**config.mk**
```make
export PLATFORM = sky130hd
export DESIGN_NAME = memMoveSeq
export DESIGN_NICKNAME = d
export VERILOG_FILES = /design/src/rtl/memMovePkg.sv /design/src/rtl/memMoveAddrGen.sv /design/src/rtl/memMoveCtrl.sv /design/src/rtl/memMoveDatapath.sv /design/src/rtl/memMoveSeq.sv
export SDC_FILE = /design/constraint.sdc
export NUM_CORES = 1
export LEC_CHECK = 0
export BUFFER_PORTS_ARGS = -buffer_cell sky130_fd_sc_hd__buf_4
export CORE_ASPECT_RATIO = 1.1
export CORE_UTILIZATION = 35
export CTS_CLUSTER_SIZE = 14
export DETAILED_ROUTE_END_ITERATION = 6
export PLACE_DENSITY = 0.65
export SKIP_CTS_REPAIR_TIMING = 1
export SLEW_MARGIN = 20
export SYNTH_ARGS = -nofsm -noshare
export SYNTH_HDL_FRONTEND = slang
export SYNTH_HIERARCHICAL = 1
export SYNTH_SLANG_ARGS = --single-unit
export TNS_END_PERCENT = 100
```
**constraint.sdc**
```tcl
create_clock -name clk -period 5 [get_ports clk]
set_clock_uncertainty 0.05 [all_clocks]
set_input_delay 0.25 -clock clk [delete_from_list [all_inputs] [get_ports clk]]
set_output_delay 0.25 -clock clk [all_outputs]
set_load 0.02 [all_outputs]
```
**src/rtl/memMovePkg.sv**
```systemverilog
package memMovePkg;

  typedef enum logic [2:0] {
    ST_IDLE,
    ST_READ,
    ST_WAIT,
    ST_WRITE,
    ST_DONE
  } mvState_e;

  // Strobes from the control to the datapath
  typedef struct packed {
    logic loadArg;   // capture the instruction argument
    logic loadDst;   // capture the destination address
    logic loadData;  // capture the RAM read word
    logic rdEn;      // present source address, read
    logic wrEn;      // present destination address, write
  } mvStrobe_t;

endpackage

```
**src/rtl/memMoveAddrGen.sv**
```systemverilog
module memMoveAddrGen #(
  parameter int REG_W  = 32,
  parameter int OFS_W  = 24,
  parameter int ADDR_W = 8
) (
  input  logic [REG_W-1:0]  regVal,
  input  logic [OFS_W-1:0]  offsetVal,
  input  logic              addOfs,
  output logic [ADDR_W-1:0] addr
);

  logic [ADDR_W-1:0] ofsPart;
  logic unusedHigh;

  assign ofsPart    = addOfs ? offsetVal[ADDR_W-1:0] : '0;
  assign addr       = regVal[ADDR_W-1:0] + ofsPart;  // wraps modulo 2^ADDR_W
  assign unusedHigh = ^{regVal, offsetVal};

endmodule

```
**src/rtl/memMoveCtrl.sv**
```systemverilog
module memMoveCtrl
  import memMovePkg::*;
(
  input  logic       clk,
  input  logic       rstN,
  input  logic       instValid,
  output logic       instReady,
  output logic       busy,
  output logic       done,
  output mvStrobe_t  strobe
);

  mvState_e state, stateNext;

  always_ff @(posedge clk) begin
    if (!rstN) state <= ST_IDLE;
    else       state <= stateNext;
  end

  always_comb begin
    stateNext = state;
    strobe    = '0;
    case (state)
      ST_IDLE: begin
        strobe.loadArg = instValid;
        if (instValid) stateNext = ST_READ;
      end
      ST_READ: begin
        strobe.rdEn    = 1'b1;
        strobe.loadDst = 1'b1;
        stateNext      = ST_WAIT;
      end
      ST_WAIT: begin
        strobe.loadData = 1'b1;
        stateNext       = ST_WRITE;
      end
      ST_WRITE: begin
        strobe.wrEn = 1'b1;
        stateNext   = ST_DONE;
      end
      ST_DONE:  stateNext = ST_IDLE;
      default:  stateNext = ST_IDLE;
    endcase
  end

  assign instReady = (state == ST_IDLE);
  assign busy      = (state != ST_IDLE);
  assign done      = (state == ST_DONE);

  // acceptance is followed by the read
  assert_accept_read_R5: assert property (@(posedge clk) disable iff (!rstN)
    (instValid && instReady) |=> strobe.rdEn);

  // the write comes two cycles after the read
  assert_write_after_read_R5: assert property (@(posedge clk) disable iff (!rstN)
    strobe.wrEn |-> $past(strobe.rdEn, 2));

  // read, write and done are mutually exclusive
  assert_strobe_excl_R5: assert property (@(posedge clk) disable iff (!rstN)
    $onehot0({strobe.rdEn, strobe.wrEn, done}));

  // busy starts after acceptance and blocks new instructions
  assert_busy_start_R8: assert property (@(posedge clk) disable iff (!rstN)
    (instValid && instReady) |=> (busy && !instReady));

  // done releases the block
  assert_done_release_R8: assert property (@(posedge clk) disable iff (!rstN)
    done |=> (!busy && instReady));

endmodule

```
**src/rtl/memMoveDatapath.sv**
```systemverilog
module memMoveDatapath
  import memMovePkg::*;
#(
  parameter int ARG_W  = 24,
  parameter int IDX_W  = 4,
  parameter int REG_W  = 32,
  parameter int OFS_W  = 24,
  parameter int ADDR_W = 8,
  parameter int DATA_W = 32
) (
  input  logic              clk,
  input  logic              rstN,
  input  mvStrobe_t         strobe,
  input  logic [ARG_W-1:0]  instArg,
  input  logic [OFS_W-1:0]  offsetVal,
  input  logic              offsetOn,
  output logic [IDX_W-1:0]  rfSrcIdx,
  input  logic [REG_W-1:0]  rfSrcData,
  output logic [IDX_W-1:0]  rfDstIdx,
  input  logic [REG_W-1:0]  rfDstData,
  output logic [ADDR_W-1:0] ramAddr,
  output logic              ramRdEn,
  output logic              ramWrEn,
  output logic [DATA_W-1:0] ramWdata,
  input  logic [DATA_W-1:0] ramRdata
);

  localparam int FLAG_POS = ARG_W - 1;
  localparam int SRC_LSB  = FLAG_POS - IDX_W;
  localparam int DST_LSB  = SRC_LSB - IDX_W;

  logic              flagQ;
  logic [IDX_W-1:0]  srcIdxQ, dstIdxQ;
  logic [ADDR_W-1:0] dstAddrQ;
  logic [DATA_W-1:0] dataQ;
  logic              useOfs;
  logic unusedArgBits;

  logic [REG_W-1:0]  regVals [2];
  logic [ADDR_W-1:0] effAddr [2];

  assign unusedArgBits = ^instArg[DST_LSB-1:0];

  always_ff @(posedge clk) begin
    if (!rstN) begin
      flagQ    <= 1'b0;
      srcIdxQ  <= '0;
      dstIdxQ  <= '0;
      dstAddrQ <= '0;
      dataQ    <= '0;
    end else begin
      if (strobe.loadArg) begin
        flagQ   <= instArg[FLAG_POS];
        srcIdxQ <= instArg[SRC_LSB +: IDX_W];
        dstIdxQ <= instArg[DST_LSB +: IDX_W];
      end
      if (strobe.loadDst)  dstAddrQ <= effAddr[1];
      if (strobe.loadData) dataQ    <= ramRdata;
    end
  end

  assign rfSrcIdx   = srcIdxQ;
  assign rfDstIdx   = dstIdxQ;
  assign useOfs     = flagQ & offsetOn;
  assign regVals[0] = rfSrcData;
  assign regVals[1] = rfDstData;

  // One address generator each for source (0) and destination (1)
  for (genvar g = 0; g < 2; g++) begin : genAddr
    memMoveAddrGen #(
      .REG_W (REG_W),
      .OFS_W (OFS_W),
      .ADDR_W(ADDR_W)
    ) uAddrGen (
      .regVal   (regVals[g]),
      .offsetVal(offsetVal),
      .addOfs   (useOfs),
      .addr     (effAddr[g])
    );
  end

  assign ramRdEn  = strobe.rdEn;
  assign ramWrEn  = strobe.wrEn;
  assign ramAddr  = strobe.rdEn ? effAddr[0] : (strobe.wrEn ? dstAddrQ : '0);
  assign ramWdata = strobe.wrEn ? dataQ : '0;

  // the written word is the word returned after the read
  assert_wdata_R9: assert property (@(posedge clk) disable iff (!rstN)
    ramWrEn |-> (ramWdata == $past(ramRdata)));

  // absolute source address when the flag is clear
  assert_abs_src_R2: assert property (@(posedge clk) disable iff (!rstN)
    (ramRdEn && !flagQ) |-> (ramAddr == rfSrcData[ADDR_W-1:0]));

  // no offset while the offset unit reports it inactive
  assert_no_ofs_R4: assert property (@(posedge clk) disable iff (!rstN)
    (ramRdEn && !offsetOn) |-> (ramAddr == rfSrcData[ADDR_W-1:0]));

endmodule

```
**src/rtl/memMoveSeq.sv**
```systemverilog
module memMoveSeq
  import memMovePkg::*;
#(
  parameter int ARG_W  = 24,
  parameter int IDX_W  = 4,
  parameter int REG_W  = 32,
  parameter int OFS_W  = 24,
  parameter int ADDR_W = 8,
  parameter int DATA_W = 32
) (
  input  logic              clk,
  input  logic              rstN,
  input  logic              instValid,
  output logic              instReady,
  input  logic [ARG_W-1:0]  instArg,
  input  logic [OFS_W-1:0]  offsetVal,
  input  logic              offsetOn,
  output logic [IDX_W-1:0]  rfSrcIdx,
  input  logic [REG_W-1:0]  rfSrcData,
  output logic [IDX_W-1:0]  rfDstIdx,
  input  logic [REG_W-1:0]  rfDstData,
  output logic [ADDR_W-1:0] ramAddr,
  output logic              ramRdEn,
  output logic              ramWrEn,
  output logic [DATA_W-1:0] ramWdata,
  input  logic [DATA_W-1:0] ramRdata,
  output logic              busy,
  output logic              done
);

  mvStrobe_t strobe;

  memMoveCtrl uCtrl (
    .clk      (clk),
    .rstN     (rstN),
    .instValid(instValid),
    .instReady(instReady),
    .busy     (busy),
    .done     (done),
    .strobe   (strobe)
  );

  memMoveDatapath #(
    .ARG_W (ARG_W),
    .IDX_W (IDX_W),
    .REG_W (REG_W),
    .OFS_W (OFS_W),
    .ADDR_W(ADDR_W),
    .DATA_W(DATA_W)
  ) uDatapath (
    .clk      (clk),
    .rstN     (rstN),
    .strobe   (strobe),
    .instArg  (instArg),
    .offsetVal(offsetVal),
    .offsetOn (offsetOn),
    .rfSrcIdx (rfSrcIdx),
    .rfSrcData(rfSrcData),
    .rfDstIdx (rfDstIdx),
    .rfDstData(rfDstData),
    .ramAddr  (ramAddr),
    .ramRdEn  (ramRdEn),
    .ramWrEn  (ramWrEn),
    .ramWdata (ramWdata),
    .ramRdata (ramRdata)
  );

endmodule

```
Yosys cells after proc, flatten, opt, wreduce, memory -nomap -nowiden
Index checks and enable logic that the tools add are counted.

Bitwise gates (word level): 1. Equality and inequality tests: 5. Reductions and logical operators: 2. Multiplexer cells: 10. Add/sub/neg operators: 2.

Operator list (number): $mux W32 (1); $mux W8 (3); $add A8 B8 Y8 (2); $pmux W3 S4 (1); $eq A3 B2 Y1 const B (2); $mux W1 (4); $eq A3 B1 Y1 const B (1); $eq A3 B3 Y1 const B (1); $logic_not A3 Y1 (1); $mux W3 (1); $reduce_bool A3 Y1 (1); $ne A2 B2 Y1 const B (1); $and A1 B1 Y1 (1).

Output and inout port bits: 53. Input bits: 148. Flip-flop bits (word level): 52.

Longest topological paths before layout
Depth after elaboration: 4. Mapped depth: 11. Depth with buffers taken out: 11.

Modules after synthesis
Netlist, hierarchy kept.

By module, submodules not included: memMoveDatapath (cells each 222, area each 2230.9 um2, times used 1); memMoveAddrGen (cells each 47, area each 346.6 um2, times used 2); memMoveCtrl (cells each 17, area each 152.6 um2, times used 1).

Least setup slack after synthesis
Ideal clock, no wire load.

Path kind: register to output. Start: register uDatapath.flagQ. End: output port ramAddr[6]. Data required time: 4.700 ns. Buffers on the path: 0. Arrival time: 2.187 ns. Setup slack: 2.513 ns. Cell stages (with the launch flop): 12. Cell sequence: dfxtp_1 > and2_1 > and2_1 > ha_1 > inv_1 > fa_1 > nor2b_4 > o31a_1 > or4_1 > nand3_1 > nand2_1 > o21ai_0.

RTL lines: start: declaration (RTL line memMoveDatapath.sv:32) `logic flagQ;`; start signal: assignment (RTL line memMoveDatapath.sv:53) `flagQ <= instArg[FLAG_POS];`; end: declaration (RTL line memMoveSeq.sv:22) `output logic [ADDR_W-1:0] ramAddr,`.

==> run summary <==
Synth cell count leaders = dfxtp_1 (52), mux2i_1 (49), nor2b_1 (49)
Cell taking the most area after synthesis = dfxtp_1
Net total in the final layout = 609
Synthesized instance count = 333
Grt ovf = 0
Reg area = 0.00104 sq mm
Hold Worst Slack = 0.145 ns
Remaining DRCs = 0
Initial core utilization = 0.364
Most common cell in the netlist = dfxtp_1
Area of the multi-input gates = 0.00185 sq mm
Vias in the first global route = 2633
Reg2reg setup slack = 2.53 ns
Hold Crit Class = input pin to flip-flop
First-pass DRT Iterations = 4
Setup TNS = 0 ns
FFs w/ async S/R, synth = 0
TritonCTS clock tree = built
Worst vdd ir = 134 uV
Mapped Nets = 497
Hold path depth = 3
Ys Warns = 6
Post-synthesis cell area = 0.00308 sq mm
WL final = 7030 microns
Critical path required time = 4.70 ns
Slew Limit Headroom = 0.630
CP startpoint kind = flip-flop
Min Clock Period, post-route = 3.11 ns
Initial antenna violation count = 0
I/O pins = 201
Die Span Y = 100 microns
RSZ-0062 raised after global routing = no
Leading post-synthesis cells by cell area = dfxtp_1 (34%), mux2i_1 (16%), nor2b_1 (10%), and2_1 (9.6%), ha_1 (5.7%)
Floorplan row count = 35
Sequential element share of the synthesized area = 0.338
First-pass GRT wire length = 11600 microns
Crit Path Category = flip-flop to primary output
H-tree Lvls = 2
Status = completed
Worst R2R Path Depth = 11
Total CTS buffers = 5
GPL Wtd Cong = 0.749
Synth Flop Type = dfxtp_1
Filler cells = 825
Synth top area share = 0.338
Worst Tran Pin Value = 0.555 ns
Clock root buffer = clkbuf_8
Yosys reg bits = 52
DR vias = 2587
Fin util = 0.485
DR WL/cell = 12.6 microns
Hold Violations, Final = 0
Die area = 0.00917 sq mm
Core area = 0.00845 sq mm
Yosys cell types = 32
Antenna fix cells = 0
Vias per Instance = 4.64
CTS clk-pin slew, worst paths = 0.10 ns
Max clock buf depth = 2
Worst Setup End Kind = primary output
Global-route usage over all layers = 0.155
Final Setup Violations = 0
Area grow syn2layout = 33.1%
Period utilization = 0.623
Peak Freq = 321 MHz
Largest net degree at the start of global routing = 52
P_leak = 1.82 nW
Layout cells sized above 1 = 0.307
Number of flops mapped to enable cells by yosys = 0
I/O Buffers = 121
Iteration-0 DRC count of the detailed router = 53
Clock Latency Late Sink = 0.30 ns
Pwr Density = 233 mW/mm^2
Synth Area per Inst = 9.24 sq um
Chip Width = 91.4 microns
Crit-path max FO = 16
Worst Path Arrival = 2.81 ns
Post-DRT Antenna Nets = 0
CTS Sinks = 52
Max Cap Violations = 0
Dpl hpwl = 5130 microns
Final slew viol count = 0
[critical path, stage by stage, from the launching register on]
cell,delay (ns)
dfxtp_1,0.32
and2_1,0.29
and2_1,0.22
ha_1,0.19
inv_1,0.07
fa_1,0.25
nor2b_4,0.05
o31a_1,0.27
or4_1,0.42
nand3_1,0.10
nand2_1,0.04
o21ai_0,0.10
buf_4,0.18
[layout make-up]
cell class / instances / area share
sequential: 52 / 0.254
clock buffer: 6 / 0.0202
timing repair buffer: 124 / 0.227
multi-input combinational: 251 / 0.452
tap: 111 / 0.0339
inverter: 11 / 0.0101
clock inverter: 2 / 0.00244
[registers in the layout, indices dropped and copies added (netlist names)]
| register | flops |
|---|---|
| uDatapath/dstAddrQ | 8 |
| uDatapath/flagQ | 1 |
| uCtrl/state | 3 |
| uDatapath/rfSrcIdx | 4 |
| uDatapath/dataQ | 32 |
| uDatapath/rfDstIdx | 4 |
[cell usage in the layout (no fill, tap or decap), drive strengths merged, types with 4 or more instances in the layout]
cell and instances:
nor2b 51, nand2 22, xnor2 9, mux2i 49, buf 124, nor3 4
clkbuf 6, inv 11, a21oi 10, dfxtp 52, and2 47, ha 14
nand3 6, o21ai 10, nor2 4
[through the flow]
step           cells  setup WS (ns)  power, mW  instance area [sq um]
2_1_floorplan    333           2.51      0.637                   3080
3_3_place_gp     549           2.17      0.708                   4000
3_5_place_dp     549           2.16      0.715                   4000
4_1_cts          557           1.89      0.969                   4100
5_1_grt          557           1.72       1.01                   4100
6_report         557           1.89      0.953                   4100
[logic make-up (layout without fill, tap and decap cells)]
kind of cell,Yosys count,in the layout,share of synthesized area
simple gates,145,145,0.281
flops,52,52,0.338
mux,49,49,0.159
compound gates,30,30,0.0569
buf+inv,30,143,0.0634
fa+ha+maj,16,16,0.0699
xor+xnor,11,11,0.0313
[worst paths after layout]
path,start,endpoint
max,uDatapath/flagQ$_SDFFE_PN0P_,ramAddr[6]
min reg2reg,uDatapath/flagQ$_SDFFE_PN0P_,uDatapath/flagQ$_SDFFE_PN0P_
max reg2reg,uDatapath/flagQ$_SDFFE_PN0P_,uDatapath/dstAddrQ[6]$_SDFFE_PN0P_
min,ramRdata[27],uDatapath/dataQ[27]$_SDFFE_PN0P_
[report_power, final]
| group | switching (mW) | internal (mW) | leakage (nW) | total, mW |
|---|---|---|---|---|
| sequential | 0.0172 | 0.444 | 0.424 | 0.462 |
| clock | 0.139 | 0.111 | 0.0510 | 0.250 |
| combinational | 0.115 | 0.126 | 1.35 | 0.241 |
| total | 0.271 | 0.682 | 1.82 | 0.953 |
[layer usage]
metal,track usage,share of wire,up-vias
li1,-,-,1325
met1,0.180,0.44,1165
met2,0.274,0.45,90
met3,0.0492,0.090,7
met4,0.0440,0.012,0
met5,0,0,-
(Power assumes the default switching activity.)
